<file path="src/rtl/cfg_lock_pkg.sv">
package cfg_lock_pkg;
  localparam int unsigned DATA_W = 8;
  typedef logic [DATA_W-1:0] cfg_byte_t;

  // bit positions decoded by software
  localparam int unsigned R0_VALID_BIT = 7;
  localparam int unsigned R0_FDC_BIT   = 3;
  localparam int unsigned R1_LOCK_BIT  = 7;
  localparam int unsigned R1_MODE_BIT  = 3;
  localparam int unsigned R1_PP_BIT    = 2;

  // constant read-back of reserved bits
  localparam cfg_byte_t R0_FIXED = 8'h20;
  localparam cfg_byte_t R1_FIXED = 8'h10;

  typedef struct packed {
    logic valid;
    logic fdc_pwr;
  } dev0_t;

  typedef struct packed {
    logic lock;
    logic printer;
    logic pp_pwr;
  } dev1_t;

  localparam dev0_t DEV0_POR = '{valid: 1'b0, fdc_pwr: 1'b0};
  localparam dev1_t DEV1_POR = '{lock: 1'b1, printer: 1'b1, pp_pwr: 1'b0};
endpackage

</file>
<file path="src/rtl/cfg_index_port.sv">
module cfg_index_port #(
  parameter int unsigned IDX_W    = 8,
  parameter logic [IDX_W-1:0] LAST_IDX = IDX_W'(8'h39)
) (
  input  logic             clk_i,
  input  logic             rst_ni,
  input  logic             cfg_mode_i,
  input  logic             idx_we_i,
  input  logic [IDX_W-1:0] idx_wdata_i,
  input  logic             unlocked_i,
  output logic [IDX_W-1:0] idx_o,
  output logic             sel0_o,
  output logic             sel1_o
);
  localparam logic [IDX_W-1:0] IDX_R0 = '0;
  localparam logic [IDX_W-1:0] IDX_R1 = IDX_W'(1);

  logic [IDX_W-1:0] idx_q;
  logic             in_range;
  logic             acc_en;

  always_ff @(posedge clk_i or negedge rst_ni) begin
    if (!rst_ni)                     idx_q <= '0;
    else if (cfg_mode_i && idx_we_i) idx_q <= idx_wdata_i;
  end

  always_comb begin
    in_range = (idx_q <= LAST_IDX);
    acc_en   = cfg_mode_i && unlocked_i && in_range;
    sel0_o   = acc_en && (idx_q == IDX_R0);
    sel1_o   = acc_en && (idx_q == IDX_R1);
  end

  assign idx_o = idx_q;
endmodule

</file>
<file path="src/rtl/cfg_dev_regs.sv">
module cfg_dev_regs
  import cfg_lock_pkg::*;
(
  input  logic  clk_i,
  input  logic  rst_ni,
  input  logic  hard_rst_i,
  input  logic  wr0_i,
  input  logic  wr1_i,
  input  dev0_t w0_i,
  input  dev1_t w1_i,
  output dev0_t r0_o,
  output dev1_t r1_o,
  output logic  pp_fall_o
);
  dev0_t r0_q, r0_d;
  dev1_t r1_q, r1_d;

  always_comb begin
    r0_d = r0_q;
    r1_d = r1_q;
    if (hard_rst_i) begin
      r0_d.fdc_pwr = 1'b0;
      r1_d.lock    = 1'b1;
      r1_d.pp_pwr  = 1'b0;
    end else begin
      if (wr0_i) r0_d = w0_i;
      if (wr1_i) begin
        r1_d.lock    = r1_q.lock & w1_i.lock; // can only drop
        r1_d.printer = w1_i.printer;
        r1_d.pp_pwr  = w1_i.pp_pwr;
      end
    end
  end

  always_ff @(posedge clk_i or negedge rst_ni) begin
    if (!rst_ni) begin
      r0_q <= DEV0_POR;
      r1_q <= DEV1_POR;
    end else begin
      r0_q <= r0_d;
      r1_q <= r1_d;
    end
  end

  assign r0_o      = r0_q;
  assign r1_o      = r1_q;
  assign pp_fall_o = r1_q.pp_pwr & ~r1_d.pp_pwr;
endmodule

</file>
<file path="src/rtl/cfg_pint.sv">
module cfg_pint (
  input  logic clk_i,
  input  logic rst_ni,
  input  logic set_i,
  input  logic clr_i,
  output logic pint_o
);
  logic pint_q;

  always_ff @(posedge clk_i or negedge rst_ni) begin
    if (!rst_ni)     pint_q <= 1'b0;
    else if (set_i)  pint_q <= 1'b1;
    else if (clr_i)  pint_q <= 1'b0;
  end

  assign pint_o = pint_q;
endmodule

</file>
<file path="src/rtl/cfg_lock_bank.sv">
module cfg_lock_bank
  import cfg_lock_pkg::*;
#(
  parameter int unsigned IDX_W    = 8,
  parameter logic [IDX_W-1:0] LAST_IDX = IDX_W'(8'h39)
) (
  input  logic       clk_i,
  input  logic       rst_ni,
  input  logic       hard_rst_i,
  input  logic       cfg_mode_i,
  input  logic       idx_we_i,
  input  logic       data_we_i,
  input  logic [7:0] wdata_i,
  input  logic       pint_clr_i,
  output logic [7:0] rdata_o,
  output logic       fdc_pwr_o,
  output logic       pp_pwr_o,
  output logic       pp_printer_o,
  output logic       pint_o
);
  logic [IDX_W-1:0] idx_q;
  logic             sel0, sel1;
  logic             lock_q;
  logic             pp_fall;
  dev0_t            r0, w0;
  dev1_t            r1, w1;

  cfg_index_port #(.IDX_W(IDX_W), .LAST_IDX(LAST_IDX)) u_idx (
    .clk_i       (clk_i),
    .rst_ni      (rst_ni),
    .cfg_mode_i  (cfg_mode_i),
    .idx_we_i    (idx_we_i),
    .idx_wdata_i (wdata_i[IDX_W-1:0]),
    .unlocked_i  (lock_q),
    .idx_o       (idx_q),
    .sel0_o      (sel0),
    .sel1_o      (sel1)
  );

  always_comb begin
    w0.valid   = wdata_i[R0_VALID_BIT];
    w0.fdc_pwr = wdata_i[R0_FDC_BIT];
    w1.lock    = wdata_i[R1_LOCK_BIT];
    w1.printer = wdata_i[R1_MODE_BIT];
    w1.pp_pwr  = wdata_i[R1_PP_BIT];
  end

  cfg_dev_regs u_regs (
    .clk_i      (clk_i),
    .rst_ni     (rst_ni),
    .hard_rst_i (hard_rst_i),
    .wr0_i      (data_we_i && sel0),
    .wr1_i      (data_we_i && sel1),
    .w0_i       (w0),
    .w1_i       (w1),
    .r0_o       (r0),
    .r1_o       (r1),
    .pp_fall_o  (pp_fall)
  );

  cfg_pint u_pint (
    .clk_i  (clk_i),
    .rst_ni (rst_ni),
    .set_i  (pp_fall),
    .clr_i  (pint_clr_i),
    .pint_o (pint_o)
  );

  assign lock_q = r1.lock;

  always_comb begin
    rdata_o = '0;
    if (sel0) begin
      rdata_o               = R0_FIXED;
      rdata_o[R0_VALID_BIT] = r0.valid;
      rdata_o[R0_FDC_BIT]   = r0.fdc_pwr;
    end else if (sel1) begin
      rdata_o               = R1_FIXED;
      rdata_o[R1_LOCK_BIT]  = r1.lock;
      rdata_o[R1_MODE_BIT]  = r1.printer;
      rdata_o[R1_PP_BIT]    = r1.pp_pwr;
    end
  end

  assign fdc_pwr_o    = r0.fdc_pwr;
  assign pp_pwr_o     = r1.pp_pwr;
  assign pp_printer_o = r1.printer;
endmodule

</file>
<file path="config.mk">
export PLATFORM = sky130hd
export DESIGN_NAME = cfg_lock_bank
export DESIGN_NICKNAME = d
export VERILOG_FILES = /design/src/rtl/cfg_lock_pkg.sv /design/src/rtl/cfg_index_port.sv /design/src/rtl/cfg_dev_regs.sv /design/src/rtl/cfg_pint.sv /design/src/rtl/cfg_lock_bank.sv
export SDC_FILE = /design/constraint.sdc
export NUM_CORES = 1
export LEC_CHECK = 0
export CAP_MARGIN = 10
export CORE_ASPECT_RATIO = 1.5
export CORE_UTILIZATION = 35
export CTS_BUF_LIST = sky130_fd_sc_hd__clkbuf_16
export DETAILED_ROUTE_END_ITERATION = 16
export PLACE_DENSITY = 0.66
export SKIP_LAST_GASP = 1
export SLEW_MARGIN = 20
export SYNTH_ARGS = -nofsm -noshare
export SYNTH_HDL_FRONTEND = slang
export SYNTH_SLANG_ARGS = --single-unit
</file>
<file path="constraint.sdc">
create_clock -name clk_i -period 1.94 [get_ports clk_i]
set_input_delay 0.194 -clock clk_i [delete_from_list [all_inputs] [get_ports clk_i]]
set_output_delay 0.194 -clock clk_i [all_outputs]
set_load 0.1 [all_outputs]
</file>
**Word-level counts from Yosys, hierarchy flattened**

Index checks and enable logic that the tools add are counted.
W data, S select, Z words.

- $lt $le $gt $ge: 1
- Equality and inequality tests: 1
- Multiplexer cells: 9
- Bitwise gates (word level): 4
- Reduce and logical (&&, ||, !) cells: 13

Operators by type and width:

| kind | number |
|---|---|
| $mux W8 | 2 |
| $eq A8 B1 Y1 const B | 1 |
| $le A8 B6 Y1 const B | 1 |
| $logic_not A8 Y1 | 1 |
| $logic_and A1 B1 Y1 | 7 |
| $mux W1 | 6 |
| $reduce_bool A2 Y1 | 3 |
| $reduce_and A2 Y1 | 2 |
| $mux W3 | 1 |
| $and A1 B1 Y1 | 2 |
| $not A1 Y1 | 2 |

- Register bits after elaboration: 14
- Input bits: 15
- Output and inout bits: 12

**Logic depth before layout (Yosys ltp)**

- Depth in word-level cells: 9
- Gate-level depth with buffers: 5

**By module**

Synthesis repeated with hierarchy kept, for this count alone.

- Cells, all modules: 56
- Area total of the unflattened synthesis: 693.2 µm²

Modules (own cells, without submodules):

| module | instances | cells each | area each (µm²) | sequential area each (µm²) |
|---|---|---|---|---|
| cfg_index_port | 1 | 23 | 342.8 | 200.2 |
| cfg_dev_regs | 1 | 17 | 230.2 | 127.6 |
| cfg_lock_bank | 1 | 13 | 83.8 | 0.0 |
| cfg_pint | 1 | 3 | 36.3 | 25.0 |

**Worst setup path after synthesis**

No wires, ideal clock.

- Path kind: reg-to-output
- Start point: reg u_idx.idx_q[7], in the netlist u_idx.idx_o[7]
- End point: out rdata_o[3]
- Data arrival time: 2.619 ns
- Data required time: 1.746 ns
- Setup slack: -0.873 ns
- Stages on the path, launching flop included: 5
- Buffers on the path: 1
- Path through: dfrtp_1 -> or4_1 -> buf_2 -> or3_4 -> nor2_1

- Longest elaborated chain between the ends: 5

RTL lines:

| item | RTL line | source |
|---|---|---|
| start: declaration | cfg_index_port.sv:18 | `logic [IDX_W-1:0] idx_q;` |
| start signal: assignment | cfg_index_port.sv:24 | `else if (cfg_mode_i && idx_we_i) idx_q <= idx_wdata_i;` |
| $le A8 B6 Y1 | cfg_index_port.sv:28 | `in_range = (idx_q <= LAST_IDX);` |
| $logic_and A1 B1 Y1 | cfg_index_port.sv:29 | `acc_en = cfg_mode_i && unlocked_i && in_range;` |
| $logic_and A1 B1 Y1 | cfg_index_port.sv:31 | `sel1_o = acc_en && (idx_q == IDX_R1);` |
| $mux W8 | cfg_lock_bank.sv:77 | `end else if (sel1) begin` |
| $mux W8 * | cfg_lock_bank.sv:73 | `if (sel0) begin` |
| end: declaration | cfg_lock_bank.sv:15 | `output logic [7:0] rdata_o,` |

Every way passes the cells marked *; elsewhere a longest branch is shown, timed or not.

**Final worst setup path**

- Start point: reg u_idx.idx_q[7], in the netlist u_idx.idx_o[7]
- End point: out rdata_o[7]

The elaborated chain is that of the path after synthesis.

==> impl_metrics.py <==
metrics = {
    "grt": {
        "grt_overflow": 0,
        "grtUsageTotal_pct": 16.4,
        "grt_max_degree": 15,
        "grt_pass1_vias": 560,
        "grt_pass1_wl_um": 2510,
        "antenna_found_initial": 0,
    },
    "run": {
        "cap_violations": 0,
    },
    "clock_tree": {
        "numCtsBuffers": 3,
        "h-tree-depth": 1,
        "cts_buffer_depth": 2,
        "cts_tree": "yes",
        "cts.sinks": 14,
        "path_clk_slew_ns": 0.04,
        "worstSkewPairLatency_ns": 0.24,
        "cts-root-buf": "clkbuf_16",
    },
    "power_and_ir_drop": {
        "vdd_ir_drop_max_v": 0.000533,
        "power_density_nw_per_um2": 754,
        "p_leak_nw": 0.487,
    },
    "sta": {
        "fin_crit_sh_pct": 106,
        "worst_slack_ns": -0.120,
        "setup-tns-final_ns": -0.420,
        "slew_viol_final": 0,
        "finalSetupViolCount": 5,
        "final.min_clock_period_ns": 2.06,
        "timing.final.hold_violations": 0,
        "max_slew.worst_pin.slew_ns": 0.597,
        "fin_skew_ns": 0.00197,
        "max_slew_margin_pct": 60.1,
        "rsz0062_at_grt": "yes",
        "holdWs_ns": 0.338,
        "max_freq_ghz": 0.485,
    },
    "drt": {
        "drt-total-wl_um": 1540,
        "wire_per_inst_um": 13.4,
        "routed_via_density": 5.10,
        "vias": 586,
        "remaining_drc_errors": 0,
        "drt_iter0_markers": 11,
        "ant_nets": 0,
        "dr.pass1.iters": 4,
    },
    "layout": {
        "final_util_pct": 61.1,
        "regArea_um2": 353,
        "nets": 111,
        "postLayoutCellArea_um2": 1160,
        "fillers": 163,
        "multiInputGateArea_um2": 377,
        "stdcell_count": 115,
        "areaGrowthSynthToFinish_pct": 59.7,
        "num_antenna_cells": 0,
        "layout-drive-gt1-share_pct": 43.6,
    },
    "setup_path": {
        "arrival_ns": 1.87,
        "critical_path_class": "flip-flop to primary output",
        "cp-start-kind": "flip-flop",
        "critPathMaxFanout": 4,
        "worst-path-buf-inv": 1,
        "crit_family": "simple AND/OR/NAND/NOR gates",
        "max_stage_delay_ns": 0.54,
        "cp_data_required_time_ns": 1.75,
        "end_kind": "primary output",
        "ff2ff_setup_slack_ns": 0.05,
        "crit_slowest_cell": "or4_4",
        "path_cells": "or4_4 > or3_4 > nor2_4 > buf_12",
    },
    "floorplan": {
        "io_pins": 27,
        "die-area_um2": 2270,
        "die_h_um": 57.8,
        "die_x_um": 39.2,
        "rows": 19,
        "start_util_pct": 38.2,
        "core_um2": 1900,
    },
    "place": {
        "placed_area_um2": 1050,
        "dp_hpwl_um": 1160,
        "port_buffers": 23,
        "gp_congestion": 0.725,
        "place_inst": 111,
    },
    "min_path": {
        "holdCritPathClass": "primary input to async pin",
    },
    "run_status": {
        "violations": "setup timing",
        "status": "finished with violations",
    },
    "synthesis": {
        "ys_ff_latch": 14,
        "ys.warnings.count": 0,
        "syn-cell-area_um2": 727,
        "ys_types": 24,
        "synth-main-ff-cell": "dfrtp_1",
        "syn_area_per_cell_um2": 11.0,
        "ys_seq_area_share_pct": 48.5,
        "synth-edff-count": 0,
        "ys_async_sr_fraction_pct": 100,
        "netlist_instances": 66,
    },
}
## cells in the mapped netlist, types with 2 or more instances
library cell  instances  area share (%)
mux2i_1               3             4.1
inv_1                 2             1.0
dfrtp_1              12              41
mux2_2               10              15
nor4_1                4             3.4
nand2_1               3             1.5
dfstp_2               2             7.2
nor2_1                6             3.1
buf_4                 4             4.1
clkbuf_1              2             1.0
nand2b_1              5             4.3
## logic make-up after synthesis
group	Yosys count	synth area share, %
multiplexers	13	19.6
flip-flops	14	48.5
other	1	0.516
AO/OA/AOI/OAI	3	3.96
AND/OR/NAND/NOR	26	20.5
buffers and inverters	9	6.88
## repair_timing
action,CTS,global route
setup endpoints to repair,5,5
pin swaps,1,2
hold buffers,0,0
resized for setup,6,1
setup buffers,0,1
## path summary, 6_finish.rpt
path | startpoint | end | cells past startpoint
max | u_idx.idx_o[7] | rdata_o[7] | 4
min in group clk_i | u_regs.r1_o[2] | u_regs.r1_o[2] | 2
min | rst_ni | u_regs.r0_o[1] | 1
max in group asynchronous | rst_ni | u_regs.r0_o[0] | 1
min reg2reg | u_regs.r1_o[2] | u_regs.r1_o[2] | 2
max reg2reg | u_idx.idx_o[7] | u_pint.pint_o | 4
## flip-flops by register name, summed over array words and instances, names as in the netlist
register and flops:
u_regs.r1_o 3, u_pint.pint_o 1, u_regs.r0_o 2, u_idx.idx_o 8
## per-layer routing
metal,track usage (%),vias up,part of all wire (%)
met4,8.87,0,0.91
met3,2.30,2,4.7
met2,27.1,22,55
met5,0,-,0
met1,19.5,279,40
li1,-,283,-
## worst register-to-register path: cells and delay by family (launching register included)
kind / cells / cell delay [ns]
AO/OA/AOI/OAI: 1 / 0.32
buffers and inverters: 1 / 0.16
flip-flops: 1 / 0.37
AND/OR/NAND/NOR: 2 / 0.94
## metrics by stage
stage / total power [mW] / worst slack, ns
final: 0.876 / -0.120
after global routing: 0.908 / -0.166
after CTS: 0.884 / -0.129
after detailed placement: 0.499 / 0.0555
after global placement: 0.496 / 0.0813
after floorplan: 0.437 / -0.127
## final cells by class
cell class	instances	area share [%]
Clock buffer	3	6.47
Sequential cell	14	30.4
Inverter	2	0.647
Timing Repair Buffer	30	27.8
Multi-Input combinational cell	45	32.4
Tap cell	21	2.26
## report_power, final
part	leakage (nW)	internal (mW)	total, mW	switching [mW]
registers	0.170	0.321	0.335	0.0138
logic	0.279	0.0760	0.167	0.0913
clock network	0.0370	0.268	0.373	0.105
total	0.487	0.666	0.876	0.210
## cell usage in the layout, fill, tap and decap left out, drive strengths merged, types with 2 or more instances in the layout
cell type,synthesis,layout
buf,5,16
clkbuf,2,3
clkdlybuf4s50,0,14
conb,1,3
dfrtp,12,12
dfstp,2,2
inv,2,2
mux2,10,10
mux2i,3,3
nand2,3,3
nand2b,5,5
nor2,6,6
nor4,4,4
or3,2,2
Power figures use the tool's default switching activity.
